**config.mk**
```make
export PLATFORM = sky130hd
export DESIGN_NAME = buzz_pattern_drv
export DESIGN_NICKNAME = d
export VERILOG_FILES = /design/src/rtl/buzz_pkg.sv /design/src/rtl/buzz_halfdiv.sv /design/src/rtl/buzz_ctrl.sv /design/src/rtl/buzz_pattern_drv.sv
export SDC_FILE = /design/constraint.sdc
export NUM_CORES = 1
export LEC_CHECK = 0
export CORE_ASPECT_RATIO = 2
export CORE_UTILIZATION = 56
export CTS_CLUSTER_SIZE = 12
export DETAILED_ROUTE_END_ITERATION = 10
export HOLD_SLACK_MARGIN = 0.05
export PLACE_DENSITY = 0.73
export SLEW_MARGIN = 20
export SYNTH_ARGS = -nofsm -noshare
export SYNTH_HDL_FRONTEND = slang
export SYNTH_SLANG_ARGS = --single-unit
```
**constraint.sdc**
```tcl
create_clock -name clk_i -period 1.6 [get_ports clk_i]
set_input_delay 0.16 -clock clk_i [delete_from_list [all_inputs] [get_ports clk_i]]
set_output_delay 0.16 -clock clk_i [all_outputs]
set_load 0.01 [all_outputs]
```
**src/rtl/buzz_pkg.sv**
```systemverilog
package buzz_pkg;
  typedef enum logic [1:0] {
    MODE_INT8   = 2'b00,
    MODE_INT8X1 = 2'b01,
    MODE_SINGLE = 2'b10,
    MODE_CONT   = 2'b11
  } buzz_mode_e;

  localparam int N_ENV   = 3;
  localparam int ENV_8HZ = 0;
  localparam int ENV_1HZ = 1;
  localparam int ENV_32HZ = 2;

  // envelope half-period in cycles
  function automatic int env_half(input int clk_hz, input int idx);
    case (idx)
      ENV_8HZ: return clk_hz / 16;
      ENV_1HZ: return clk_hz / 2;
      default: return clk_hz / 64;
    endcase
  endfunction
endpackage

```
**src/rtl/buzz_halfdiv.sv**
```systemverilog
module buzz_halfdiv #(
  parameter int W = 16
) (
  input  logic         clk_i,
  input  logic         rst_ni,
  input  logic         clr_i,
  input  logic         en_i,
  input  logic [W-1:0] lim_i,
  output logic         phase_o,
  output logic         last_o
);
  logic [W-1:0] cnt_q;

  assign last_o = (cnt_q == lim_i - W'(1));

  always_ff @(posedge clk_i or negedge rst_ni) begin
    if (!rst_ni) begin
      cnt_q   <= '0;
      phase_o <= 1'b1;
    end else if (clr_i) begin
      cnt_q   <= '0;
      phase_o <= 1'b1;
    end else if (en_i) begin
      if (last_o) begin
        cnt_q   <= '0;
        phase_o <= ~phase_o;
      end else begin
        cnt_q <= cnt_q + W'(1);
      end
    end
  end

  a_r1_cnt_bound: assert property (@(posedge clk_i) disable iff (!rst_ni)
    en_i |-> cnt_q < lim_i);

  a_r1_phase_at_wrap: assert property (@(posedge clk_i) disable iff (!rst_ni)
    !clr_i && !en_i |=> $stable(phase_o));
endmodule

```
**src/rtl/buzz_ctrl.sv**
```systemverilog
module buzz_ctrl
  import buzz_pkg::*;
(
  input  logic       clk_i,
  input  logic       rst_ni,
  input  logic       start_i,
  input  logic       stop_i,
  input  logic [1:0] freq_sel_i,
  input  logic [1:0] mode_i,
  input  logic       burst_end_i,
  output logic       run_o,
  output logic       restart_o,
  output buzz_mode_e mode_o,
  output logic [1:0] fsel_o
);
  assign restart_o = start_i & ~stop_i;

  always_ff @(posedge clk_i or negedge rst_ni) begin
    if (!rst_ni) begin
      run_o  <= 1'b0;
      mode_o <= MODE_CONT;
      fsel_o <= 2'b00;
    end else if (stop_i) begin
      run_o <= 1'b0;
    end else if (start_i) begin
      run_o  <= 1'b1;
      mode_o <= buzz_mode_e'(mode_i);
      fsel_o <= freq_sel_i;
    end else if (run_o && mode_o == MODE_SINGLE && burst_end_i) begin
      run_o <= 1'b0;
    end
  end

  a_r5_self_end_single: assert property (@(posedge clk_i) disable iff (!rst_ni)
    $fell(run_o) && !$past(stop_i) |-> $past(mode_o) == MODE_SINGLE);

  a_r6_stop_wins: assert property (@(posedge clk_i) disable iff (!rst_ni)
    stop_i |=> !run_o);
endmodule

```
**src/rtl/buzz_pattern_drv.sv**
```systemverilog
module buzz_pattern_drv
  import buzz_pkg::*;
#(
  parameter int CLK_HZ = 4096000
) (
  input  logic       clk_i,
  input  logic       rst_ni,
  input  logic       start_i,
  input  logic       stop_i,
  input  logic [1:0] freq_sel_i,
  input  logic [1:0] mode_i,
  output logic       buzz_o,
  output logic       busy_no
);
  localparam int HC_05K = CLK_HZ / 1000;
  localparam int HC_1K  = CLK_HZ / 2000;
  localparam int HC_2K  = CLK_HZ / 4000;
  localparam int WC     = $clog2(HC_05K + 1);
  localparam int WE     = $clog2(env_half(CLK_HZ, ENV_1HZ) + 1);

  logic       run, restart;
  buzz_mode_e mode;
  logic [1:0] fsel;
  logic [WC-1:0] car_lim;
  logic       car_ph, car_last;
  logic [N_ENV-1:0] env_ph, env_last;
  logic       gate;

  buzz_ctrl u_ctrl (
    .clk_i       (clk_i),
    .rst_ni      (rst_ni),
    .start_i     (start_i),
    .stop_i      (stop_i),
    .freq_sel_i  (freq_sel_i),
    .mode_i      (mode_i),
    .burst_end_i (env_last[ENV_32HZ]),
    .run_o       (run),
    .restart_o   (restart),
    .mode_o      (mode),
    .fsel_o      (fsel)
  );

  always_comb begin
    case (fsel)
      2'b00:   car_lim = WC'(HC_05K);
      2'b01:   car_lim = WC'(HC_1K);
      default: car_lim = WC'(HC_2K);
    endcase
  end

  buzz_halfdiv #(.W(WC)) u_carrier (
    .clk_i   (clk_i),
    .rst_ni  (rst_ni),
    .clr_i   (restart),
    .en_i    (run),
    .lim_i   (car_lim),
    .phase_o (car_ph),
    .last_o  (car_last)
  );

  for (genvar g = 0; g < N_ENV; g++) begin : g_env
    buzz_halfdiv #(.W(WE)) u_env (
      .clk_i   (clk_i),
      .rst_ni  (rst_ni),
      .clr_i   (restart),
      .en_i    (run),
      .lim_i   (WE'(env_half(CLK_HZ, g))),
      .phase_o (env_ph[g]),
      .last_o  (env_last[g])
    );
  end

  always_comb begin
    case (mode)
      MODE_INT8:   gate = env_ph[ENV_8HZ];
      MODE_INT8X1: gate = env_ph[ENV_8HZ] & env_ph[ENV_1HZ];
      default:     gate = 1'b1;
    endcase
  end

  assign buzz_o  = run & car_ph & gate;
  assign busy_no = ~run;

  a_r7_idle_low: assert property (@(posedge clk_i) disable iff (!rst_ni)
    busy_no |-> !buzz_o);

  a_r8_start_runs: assert property (@(posedge clk_i) disable iff (!rst_ni)
    start_i && !stop_i |=> !busy_no);

  a_r6_stop_quiet: assert property (@(posedge clk_i) disable iff (!rst_ni)
    stop_i |=> busy_no && !buzz_o);

  a_r2_cont_no_gate: assert property (@(posedge clk_i) disable iff (!rst_ni)
    !busy_no && mode == MODE_CONT && $rose(car_ph) && !$past(restart) |-> buzz_o);

  a_r1_carrier_start_high: assert property (@(posedge clk_i) disable iff (!rst_ni)
    restart |=> car_ph);
endmodule

```
## Word level (Yosys, flattened, before mapping)

Cells that the tools add are included.

| cells by class | value |
|---|---|
| bitwise logic cells | 9 |
| add/sub/neg operators | 5 |
| reduce and logical (&&, ||, !) cells | 13 |
| equality and inequality tests | 7 |
| muxes and demuxes | 26 |

Operator list:

| operator | number |
|---|---|
| $mux W21 | 9 |
| $add A21 B1 Y21 const B | 3 |
| $mux W13 | 3 |
| $pmux W13 S2 | 1 |
| $eq A21 B16 Y1 const B | 1 |
| $eq A21 B18 Y1 const B | 1 |
| $eq A21 B21 Y1 const B | 1 |
| $add A13 B1 Y13 const B | 1 |
| $eq A13 B13 Y1 | 1 |
| $sub A13 B1 Y13 const B | 1 |
| $mux W1 | 12 |
| $reduce_and A2 Y1 | 4 |
| $reduce_bool A2 Y1 | 4 |
| $not A1 Y1 | 5 |
| $and A1 B1 Y1 | 4 |
| $eq A2 B1 Y1 const B | 2 |
| $logic_not A2 Y1 | 2 |
| $reduce_bool A3 Y1 | 1 |
| $eq A2 B2 Y1 const B | 1 |
| $logic_and A1 B1 Y1 | 2 |
| $pmux W1 S2 | 1 |

| storage, ports and cells | value |
|---|---|
| flip-flop bits (word level) | 84 |
| bits of input ports | 8 |
| output and inout bits | 2 |
| logic and storage cells | 70 |

## Depth between registers and ports, before layout

Gate-level depths: netlist of run 1.

| logic depth | value |
|---|---|
| depth after elaboration | 7 |
| depth in mapped cells | 7 |
| depth with buffers taken out | 6 |

## Cells and area by module

Synthesis of run 1 repeated with hierarchy kept, for this count alone.

| unflattened totals | value |
|---|---|
| cell total of the unflattened synthesis | 846 |
| area total of the unflattened synthesis | 7329.5 um^2 |

Modules (own cells, without submodules):

| module | times used | area an instance (um^2) | sequential area each (um^2) | cells an instance |
|---|---|---|---|---|
| buzz_halfdiv (g_env[0].u_env ...) | 3 | 1900.6 | 551.8 | 225 |
| buzz_halfdiv (u_carrier) | 1 | 1350.0 | 351.6 | 148 |
| buzz_ctrl | 1 | 234.0 | 127.6 | 14 |
| buzz_pattern_drv | 1 | 43.8 | 0.0 | 9 |

## Worst setup path before layout of run 1

OpenSTA, ideal clock, no wires.

| timing | value |
|---|---|
| kind | register to register |
| start point | register g_env[0].u_env.cnt_q[18] |
| end point | register g_env[0].u_env.cnt_q[0] |
| period minus slack after synthesis | 1.742 ns |
| slack | -0.142 ns |
| buffers on the path | 1 |
| required time | 1.475 ns |
| stages on the path, launching flop included | 6 |
| setup time | 0.125 ns |
| arrival | 1.617 ns |
| path through | dfrtp_1 or4b_4 nor3_4 a31oi_4 buf_6 mux2_2 |

| on the way | value |
|---|---|
| word-level cells in the longest chain between the ends | 4 |

Ends and longest elaborated chain:

| what | RTL line | RTL |
|---|---|---|
| start, declared | buzz_halfdiv.sv:12 | `logic [W-1:0] cnt_q;` |
| start signal, assigned | buzz_halfdiv.sv:28 | `cnt_q <= cnt_q + W'(1);` |
| $eq A21 B18 Y1 | buzz_halfdiv.sv:14 | `assign last_o = (cnt_q == lim_i - W'(1));` |
| $mux W21 | buzz_halfdiv.sv:24 | `if (last_o) begin` |
| $mux W21 | buzz_halfdiv.sv:23 | `end else if (en_i) begin` |
| $mux W21 | buzz_halfdiv.sv:20 | `end else if (clr_i) begin` |

Every way passes these cells. The select of a mux whose other input is x is not followed.
A chain may end at the register's enable or synchronous reset.

## Worst setup path in the final report of run 1

| timing | value |
|---|---|
| start point | register g_env[0].u_env.cnt_q[0] |
| end point | register g_env[0].u_env.cnt_q[13] |

| on the way | value |
|---|---|
| word-level cells in the longest chain between the ends | 4 |
| elaborated cells between the ends (all ways) | 5 |
| classes of those cells | add/sub: 1; eq/ne: 1; mux: 3 |

Ends and longest elaborated chain:

| what | RTL line |
|---|---|
| $add A21 B1 Y21 or $eq A21 B18 Y1 (tied branches) | buzz_halfdiv.sv:28, buzz_halfdiv.sv:14 |
| $mux W21 * | buzz_halfdiv.sv:24 |
| $mux W21 * | buzz_halfdiv.sv:23 |
| $mux W21 * | buzz_halfdiv.sv:20 |

Every way passes the cells marked *; elsewhere a longest branch is shown, timed or not. The select of a mux whose other input is x is not followed.

==> impl_metrics.ini, run 1 <==
[clock_tree]
cts_num_sinks = 84
cts_tree = yes
clockBufferDepth = 2
numCtsBuffers = 9
htreeDepth = 3
clkTransAtPathRegs_ps = 60
clock_latency_ps = 350
root_buffer = clkbuf_16

[die]
die_w_um = 64.92
num_rows = 45
io_pins = 10
dieArea_um2 = 8299
die_y_um = 127.8
initial_utilization_pct = 58.34
core_um2 = 7601

[routing]
post_drt_wl_per_cell_um = 19.54
drc_errors = 0
final_antenna_net_count = 0
finalWirelength_um = 13520
drt-pass1-iter-count = 5
route.vias.total = 4184
viasPerCell = 6.046
drtIter0Drc = 351

[synthesis]
ys_seq_area_share_pct = 47.55
synth.largest_area_cell = dfrtp_1
synth_top_area_share_pct = 44.58
synth_area_per_cell_um2 = 9.703
yosys_warnings = 0
synth_cells = 457
synth-compound-area-share_pct = 9.058
synth_seq_cells = 84
synth_edf_count = 0
yosys.area_share.xor_xnor_pct = 11.26
synthTopCellsByArea = dfrtp_1 45%, xor2_1 7.9%, nor2_1 5.8%
synthMuxAreaShare_pct = 0.7336
synth-simple-area-share_pct = 27.54
synth_top_family_by_area = simple AND/OR/NAND/NOR gates
syn_nets = 469
synthAdderAreaFrac_pct = 1.129
ys_types = 60
ys_async_sr_fraction_pct = 100.0
yosys_most_used_dff = dfrtp_1
syn_area_um2 = 4434

[critical_path]
cp_data_arrival_time_ps = 2080
worstPathRequired_ps = 1860
crit_path_max_fanout = 10
path_class = reg -> reg
startpoint_type = flip-flop
worstSetupEndpointType = flip-flop

[timing]
clock.fmax_mhz = 547.5
finalHoldViolCount = 0
slew_headroom_pct = 69.15
fin_skew_ps = 9.529
fin_ws_ps = -226.4
finalCritPeriodShare_pct = 114.1
period_needed_ps = 1826
maxSlewViolCount = 0
rsz0062_at_grt = true
tns_ps = -5359
finalSetupViolations = 58
worst_slew_pin_slew_ps = 458.4

[global_route]
first_global_vias = 4054
grt_first_pass_wirelength_um = 18240
antenna_found_initial = 0
busiest_layer = met2
grt.total_usage_pct = 28.68
met3_usage_pct = 4.537
use_met1_pct = 30.86
grt-ovfl-total = 0
use_met2_pct = 53.06
grt_max_degree = 34

[final_layout]
num_antenna_cells = 0
final_nets = 605
drive_gt1_share_pct = 35.12
layout-area-overhead-vs-synth_pct = 40.04
fillCellCount = 401

[placement]
dpl.hpwl_um = 7623
io_buffers = 9
dp_slack_ps = -313.5
gp_congestion = 0.8682

[pwr]
p_leak_nw = 2.809
p_int_w = 0.003908
powerDensity_nw_per_um2 = 837.2
switching_share_pct = 24.84
pwr-share-comb_pct = 11.8
p_clk_share_pct = 44.3
peakVddDrop_mv = 0.6269
power.share.sequential_pct = 43.9
p_switching_w = 0.001291

[outcome]
outcome = finished, violations left
violations = negative setup slack

[worst_hold_path]
min_path_type = in -> reg

[job]
max_cap_violations = 0
[synth_stat cells (2+ instances only)]
library cell / number
nand4_1: 23
and3_2: 2
nor3_4: 2
or3_1: 3
a21oi_1: 12
a2111oi_4: 2
buf_2: 2
dfstp_2: 5
o21ai_0: 4
a22o_1: 4
inv_1: 8
nand3_2: 3
nor2_1: 69
a31oi_1: 14
and4_1: 2
mux2_2: 2
xor2_1: 40
nand2_1: 62
nand3b_1: 3
nor3_1: 7
nand2b_1: 7
o21ai_2: 2
nand3_1: 30
a41oi_1: 3
xnor2_1: 17
nor3_2: 3
buf_4: 2
ha_1: 4
dfrtp_1: 79
nor4_1: 4
clkbuf_1: 6
buf_6: 2
and3_1: 2
[power groups by stage]
stage                     Sequential, W  Clock [W]  Combinational, W
after detailed placement        0.00230          0          0.000502
after floorplan                 0.00230          0          0.000220
after global placement          0.00229          0          0.000484
final                           0.00228    0.00230          0.000613
after CTS                       0.00226    0.00231          0.000535
after global routing            0.00229    0.00239          0.000659
[routing by layer]
layer | part of all wire (%) | vias to the layer above
met5 | 0 | -
met4 | 4.8 | 0
met3 | 3.8 | 59
met2 | 55 | 142
met1 | 36 | 2111
li1 | - | 1872
[final cells by class]
type / count / area [um^2] / area share, %
Inverter: 9 / 36.28 / 0.5843
Clock buffer: 11 / 242.7 / 3.909
Multi-Input combinational cell: 351 / 2469 / 39.75
Clock inverter: 5 / 85.08 / 1.370
Tap cell: 94 / 117.6 / 1.894
Timing Repair Buffer: 138 / 1149 / 18.50
Sequential cell: 84 / 2111 / 33.99
[metrics by stage]
stage	total power, W	instances	area [um^2]	hold WS (ps)	utilization, %
4_1_cts	0.005106	677	5888	260.3	77.46
3_3_place_gp	0.002777	644	5359	78.22	70.50
3_5_place_dp	0.002803	644	5359	79.77	70.50
2_1_floorplan	0.002523	457	4457	-135.6	-
6_report	0.005199	692	6210	240.0	81.70
5_1_grt	0.005342	692	6210	253.5	81.70
[cell families (layout without fill, tap and decap cells)]
| group | after synthesis | in the layout |
|---|---|---|
| AOI/OAI and AO/OA | 50 | 51 |
| xor gates and xnor gates | 57 | 57 |
| and+or+nand+nor | 236 | 236 |
| DFF | 84 | 84 |
| adders and majority gates | 4 | 4 |
| muxes | 3 | 3 |
| buffers and inverters | 23 | 163 |
[placed cells by master (no fill, tap or decap), types with 4 or more instances in the layout]
| cell | synthesis | final |
|---|---|---|
| a21oi_1 | 12 | 9 |
| a22o_1 | 4 | 4 |
| a31oi_1 | 14 | 14 |
| buf_12 | 0 | 5 |
| buf_4 | 2 | 116 |
| buf_6 | 2 | 6 |
| clkbuf_16 | 0 | 9 |
| clkdlybuf4s50_1 | 0 | 5 |
| dfrtp_1 | 79 | 77 |
| dfstp_2 | 5 | 5 |
| inv_1 | 8 | 8 |
| nand2_1 | 62 | 58 |
| nand2b_1 | 7 | 5 |
| nand3_1 | 30 | 25 |
| nand3_4 | 0 | 5 |
| nand4_1 | 23 | 23 |
| nor2_1 | 69 | 66 |
| nor3_1 | 7 | 5 |
| nor3_2 | 3 | 4 |
| xnor2_1 | 17 | 17 |
| xor2_1 | 40 | 40 |
[registers in the layout, summed over array words and instances, names as in the netlist]
register             cells
g_env.u_env.phase_o      2
u_carrier.phase_o        1
u_ctrl.fsel_o            2
u_carrier.cnt_q         13
u_ctrl.mode_o            2
u_ctrl.run_o             1
g_env.u_env.cnt_q       63
[final timing paths]
check                           slack, ps                    start  depth (start not counted)                  endpoint
worst max-delay path                 -230  g_env[0].u_env.cnt_q[0]                          7  g_env[0].u_env.cnt_q[13]
worst min-delay path                  240                  start_i                          4              u_ctrl.run_o
worst max register to register       -230  g_env[0].u_env.cnt_q[0]                          7  g_env[0].u_env.cnt_q[13]
worst min register to register        490         u_ctrl.mode_o[0]                          2          u_ctrl.mode_o[0]
max in group asynchronous             790                   rst_ni                          3    g_env[0].u_env.phase_o
min in group asynchronous             260                   rst_ni                          2        u_carrier.cnt_q[4]
[worst max-delay path, cell delays in order, from the launching register on]
cell and delay (ps):
dfrtp_1 380, ha_2 190, and4_2 260, and3_4 210, a31oi_4 310, buf_4 180
nand2b_1 50, a31oi_1 160
[what timing repair did]
item,in CTS,in global routing
pin swaps,20,28
cloned,0,2
endpoints found under the hold margin,49,0
buffers inserted,16,16
hold buffers,1,0
gates resized for setup,14,44
setup endpoints to repair,57,73
Power figures use the tool's default switching activity.
==> inputs of run 2 (changes only) <==
Settings changed: ABC_AREA set to 1, CORE_UTILIZATION 56 to 57, PLACE_DENSITY 0.73 to 0.74.
==> impl_metrics.ini, run 2 <==
[critical_path]
reg2reg_depth = 10
cp_data_arrival_time_ps = 1850
path_class = reg -> reg
startpoint_type = flip-flop
cp_cell_sequence = ha_2, inv_1, nor2_2, nand2_2, nor2_4, nand2_1, nand2_1, nand2_2, buf_4, a21oi_2
crit_path_max_fanout = 6
max_stage_delay_ps = 350
cpMaxStageDelayCell = dfrtp_1
worstPathRequired_ps = 1880
worstSetupEndpointType = flip-flop

[pwr]
power.share.sequential_pct = 44.9
peakVddDrop_mv = 0.8238
powerDensity_nw_per_um2 = 865.7
finalPower_w = 0.005337
p_leak_nw = 2.842
pwr-share-comb_pct = 14.6
p_clk_share_pct = 40.5
p_switching_w = 0.001409
p_int_w = 0.003928
switching_share_pct = 26.40

[die]
initial_utilization_pct = 59.21
die_w_um = 67.86
die_y_um = 133.7
io_pins = 10
num_rows = 47
dieArea_um2 = 9074
core_um2 = 8351

[synthesis]
synth.largest_area_cell = dfrtp_1
syn_nets = 686
synth_edf_count = 0
synth_area_per_cell_um2 = 7.336
ys_types = 40
yosys_most_used_dff = dfrtp_1
ys_seq_area_share_pct = 42.64
ys_async_sr_fraction_pct = 100.0
synth_seq_cells = 84
synth_cells = 674
synthTopCellsByArea = dfrtp_1 40%, nand2_1 15%, nor2_1 7.7%
yosys_warnings = 0
synth_top_area_share_pct = 39.98
yosysMostFrequentCell = nand2_1
syn_area_um2 = 4945
ys_top_cells_by_count = 195 x nand2_1, 102 x nor2_1, 79 x dfrtp_1

[clock_tree]
root_buffer = clkbuf_16
clockBufferDepth = 2
clock_latency_ps = 350
clkTransAtPathRegs_ps = 60
cts_tree = yes
htreeDepth = 3
numCtsBuffers = 9
cts_num_sinks = 84

[final_layout]
largest_register_ffs = 63
drive_gt1_share_pct = 22.11
fillCellCount = 621
layout-area-overhead-vs-synth_pct = 24.67
final_nets = 767
layout_commonest_cell = nand2_1
num_antenna_cells = 0
final_cell_mix = 188 x nand2_1, 78 x nor2_1, 77 x dfrtp_1, 69 x inv_1, 65 x buf_4
regMostFlops = g_env.u_env.cnt_q
reg.largest.list = g_env.u_env.cnt_q x63, u_carrier.cnt_q x13

[placement]
dpl.hpwl_um = 9039
io_buffers = 9
gp_congestion = 0.9187

[timing]
maxSlewViolCount = 0
finalHoldViolCount = 0
tns_ps = 0
finalSetupViolations = 0
rsz0062_at_grt = true
finalCritPeriodShare_pct = 98.46
worst_slew_pin_slew_ps = 419.5
clock.fmax_mhz = 634.8
fin_skew_ps = 9.684
period_needed_ps = 1575
slew_headroom_pct = 72.03

[routing]
drtIter0Drc = 236
wl_met2_um = 6913
final_antenna_net_count = 0
drt-pass1-iter-count = 4
drc_errors = 0
wl_met3_um = 371
route.vias.total = 4714
finalWirelength_um = 12550
viasPerCell = 5.494
post_drt_wl_per_cell_um = 14.63
wl_met1_um = 4759
top_layer_used = met4

[global_route]
antenna_found_initial = 0
grt_max_degree = 32
grt_first_pass_wirelength_um = 20620
first_global_vias = 4742
grt.total_usage_pct = 30.43
grt-ovfl-total = 0

[worst_hold_path]
min_path_type = in -> async

[job]
max_cap_violations = 0

[outcome]
outcome = completed
[run 2: power groups by stage]
stage          Combinational (W)  Clock [W]  Sequential [W]
2_1_floorplan           0.000347          0         0.00242
3_3_place_gp            0.000666          0         0.00242
3_5_place_dp            0.000686          0         0.00243
4_1_cts                 0.000709    0.00219         0.00239
5_1_grt                 0.000869    0.00229         0.00242
6_report                0.000778    0.00216         0.00240
[run 2: worst max-delay path: cells and delay by family, from the launching register on]
kind | cells | cell delay [ps]
flip-flops | 1 | 350
AND/OR/NAND/NOR | 6 | 670
AO/OA/AOI/OAI | 1 | 100
buffers and inverters | 2 | 200
adder cells (fa/ha/maj) | 1 | 190
[run 2: metrics by stage]
step                worst slack [ps]  cell area, um^2  std cells  util, %  hold WS, ps
floorplan                      105.0             4945        674        -       -135.6
global placement              -154.6             5609        834    67.17        121.1
detailed placement            -168.0             5609        834    67.17        120.9
finish                         24.71             6165        858    73.82        293.6
CTS                            5.607             5974        853    71.55        310.0
global route                  -57.50             6165        858    73.82        326.3
[run 2: path summary, 6_finish.rpt]
path,slack (ps),startpoint,end
worst max-delay path,20,g_env[1].u_env.cnt_q[1],g_env[1].u_env.phase_o
worst min-delay path,290,rst_ni,g_env[1].u_env.cnt_q[6]
worst max register to register,20,g_env[1].u_env.cnt_q[1],g_env[1].u_env.phase_o
worst min register to register,480,u_carrier.phase_o,u_carrier.phase_o
max in group asynchronous,790,rst_ni,g_env[0].u_env.cnt_q[16]
min in group clk_i,320,mode_i[1],u_ctrl.mode_o[1]
[run 2: cell type report]
| class | instances | area, um^2 | share of cell area (%) |
|---|---|---|---|
| well taps | 98 | 122.6 | 1.989 |
| clock buffers | 11 | 252.7 | 4.100 |
| repair buffers | 80 | 674.4 | 10.94 |
| clock inverters | 5 | 58.81 | 0.9539 |
| inverters | 76 | 289.0 | 4.688 |
| flip-flops and latches | 84 | 2111 | 34.24 |
| multi-input cells | 504 | 2656 | 43.09 |
[run 2: repair_timing]
item                       in CTS  in global routing
hold buffers                    1                  0
setup endpoints to repair      17                 67
setup buffers                   1                  6
pin swaps                       1                 12
gates cloned                    1                  0
gates resized for setup        14                 51
hold endpoints to repair       22                  0
[run 2: logic make-up after synthesis]
logic type	synth area share, %
flip-flops	42.64
multiplexers	0.2024
buffers and inverters	7.186
XOR/XNOR	5.314
adder cells (fa/ha/maj)	1.012
AO/OA/AOI/OAI	6.301
AND/OR/NAND/NOR	37.35
[run 2: metal layers]
layer,global-route usage [%],vias up
met5,0,-
li1,-,2320
met2,52.31,104
met1,32.81,2252
met4,18.06,0
met3,6.079,38
==> inputs of run 3 (changes only) <==
Settings changed: CORE_UTILIZATION 57 to 59, PLACE_DENSITY 0.74 to 0.75, SYNTH_HIERARCHICAL set to 1, TNS_END_PERCENT set to 50.
==> impl_metrics.ini, run 3 <==
[outcome]
outcome = finished, violations left
violations = negative setup slack

[critical_path]
crit_path_max_fanout = 3
max_stage_delay_ps = 410
reg2reg_depth = 10
worstPathBufferInverterCount = 2
cp_data_arrival_time_ps = 2180
r2r-end = g_env[1].u_env/cnt_q[15]
regToRegStartpoint = g_env[1].u_env/cnt_q[1]
cp_cell_sequence = buf_4, buf_4, nand2_1, nor2_2, nand2_2, nor2_2, nand4_1, nor3_1, xnor2_1, a21oi_1
worstPathRequired_ps = 1820
cpMaxStageDelayCell = dfrtp_1
rrSetupSlack_ps = -360
cpLargestDelayFamily = simple AND/OR/NAND/NOR gates
worstSetupPathDepth = 10
path_class = reg -> reg
endpoint = g_env[1].u_env/cnt_q[15]
startpoint_type = flip-flop
worstSetupEndpointType = flip-flop
crit_path_start = g_env[1].u_env/cnt_q[1]

[global_route]
grt-ovfl-total = 0
grt_first_pass_wirelength_um = 39420
grt_max_degree = 39
grt.total_usage_pct = 33.51
busiest_layer = met2
first_global_vias = 9437
met3_usage_pct = 3.695
use_met1_pct = 30.92
use_met2_pct = 67.17
antenna_found_initial = 0

[clock_tree]
root_buffer = clkbuf_16
htreeDepth = 3
clockBufferDepth = 2
numCtsBuffers = 9
clock_latency_ps = 350
cts_tree = yes
clkTransAtPathRegs_ps = 70
cts_num_sinks = 84

[synthesis]
syn_area_um2 = 8509
yosys_warnings = 6
synth_area_per_cell_um2 = 6.180
synth_cells = 1377

[die]
dieArea_um2 = 14940
core_um2 = 13970
num_rows = 61
die_y_um = 171.8
initial_utilization_pct = 60.92
die_w_um = 86.92
io_pins = 10

[final_layout]
fin_util_pct = 85.97
regMostFlops = g_env.u_env/cnt_q
num_antenna_cells = 0
final_cell_mix = 433 x nand2_1, 234 x conb_1, 180 x buf_4, 165 x inv_1, 143 x nor2_1
drive_gt1_share_pct = 23.93
layout-area-overhead-vs-synth_pct = 41.11
layoutNonFillerInstCount = 1990
layout_commonest_cell = nand2_1
final_area_um2 = 12010
reg.largest.list = g_env.u_env/cnt_q x63, u_carrier/cnt_q x13
largest_register_ffs = 63
final_nets = 1812

[placement]
io_buffers = 9
dp_cells = 1940
gp_congestion = 0.9458
dpl.hpwl_um = 17360
dpl_cell_area_um2 = 10730

[timing]
holdWs_ps = 219.8
slew_headroom_pct = 58.23
finalSetupViolations = 79
worst_slew_pin_slew_ps = 625.8
period_needed_ps = 1962
finalHoldViolCount = 0
fin_ws_ps = -361.8
maxSlewViolCount = 0
fin_skew_ps = 11.27
finalCritPeriodShare_pct = 122.6
clock.fmax_mhz = 509.7
rsz0062_at_grt = true

[pwr]
peakVddDrop_mv = 0.7127
powerDensity_nw_per_um2 = 561.9
p_leak_nw = 6.397

[job]
max_cap_violations = 0

[routing]
route.vias.total = 10040
post_drt_wl_per_cell_um = 13.36
finalWirelength_um = 26580
drt-pass1-iter-count = 5
drtIter0Drc = 444
drc_errors = 0
final_antenna_net_count = 0
viasPerCell = 5.043

[worst_hold_path]
min_path_type = in -> async
## run 3: timing repair
action                     4_1_cts  5_1_grt
hold buffers                     1        0
setup buffers                   15        8
cloned                           9        1
resized for setup               94       78
setup endpoints to repair       80       81
hold endpoints to repair        79        0
pin swaps                       34       47
## run 3: layer usage
layer	routed length (um)	up-vias	share of wire (%)
met5	0	-	0
met4	1744	0	6.6
met3	1036	156	3.9
met2	14750	363	55
met1	9053	4597	34
li1	-	4919	-
## run 3: report_power, final
group / internal, W / switching (W) / total [W]
combinational: 0.000876 / 0.00121 / 0.00209
sequential: 0.00226 / 0.000136 / 0.00240
clock: 0.00137 / 0.000887 / 0.00226
total: 0.00451 / 0.00224 / 0.00675
## run 3: per-stage QoR
step           setup TNS, ps  power (W)  worst slack, ps
3_3_place_gp          -14700   0.004048           -340.1
2_1_floorplan         -284.4   0.003493           -28.36
5_1_grt               -24460   0.007056           -462.8
4_1_cts                -7986   0.006446           -224.7
3_5_place_dp          -16990   0.004090           -367.4
6_report              -13690   0.006747           -361.8
## run 3: worst min path at each step
stage | to | cells after the start | start
after global placement | u_carrier/cnt_q[11] | 1 | rst_ni
after CTS | u_carrier/cnt_q[8] | 2 | rst_ni
after detailed placement | u_carrier/cnt_q[8] | 1 | rst_ni
final | u_carrier/cnt_q[8] | 2 | rst_ni
after global routing | u_carrier/cnt_q[11] | 2 | rst_ni
after floorplan | g_env[0].u_env/cnt_q[0] | 0 | rst_ni
## run 3: area by class of cell
type                            instances  area [um^2]
Timing Repair Buffer                  200         1605
Sequential cell                        84         2115
Fill cell                             930         1959
Tap cell                              189        236.5
Inverter                              172        648.1
Clock inverter                          4        73.82
Multi-Input combinational cell       1329         7093
Clock buffer                           12        236.5
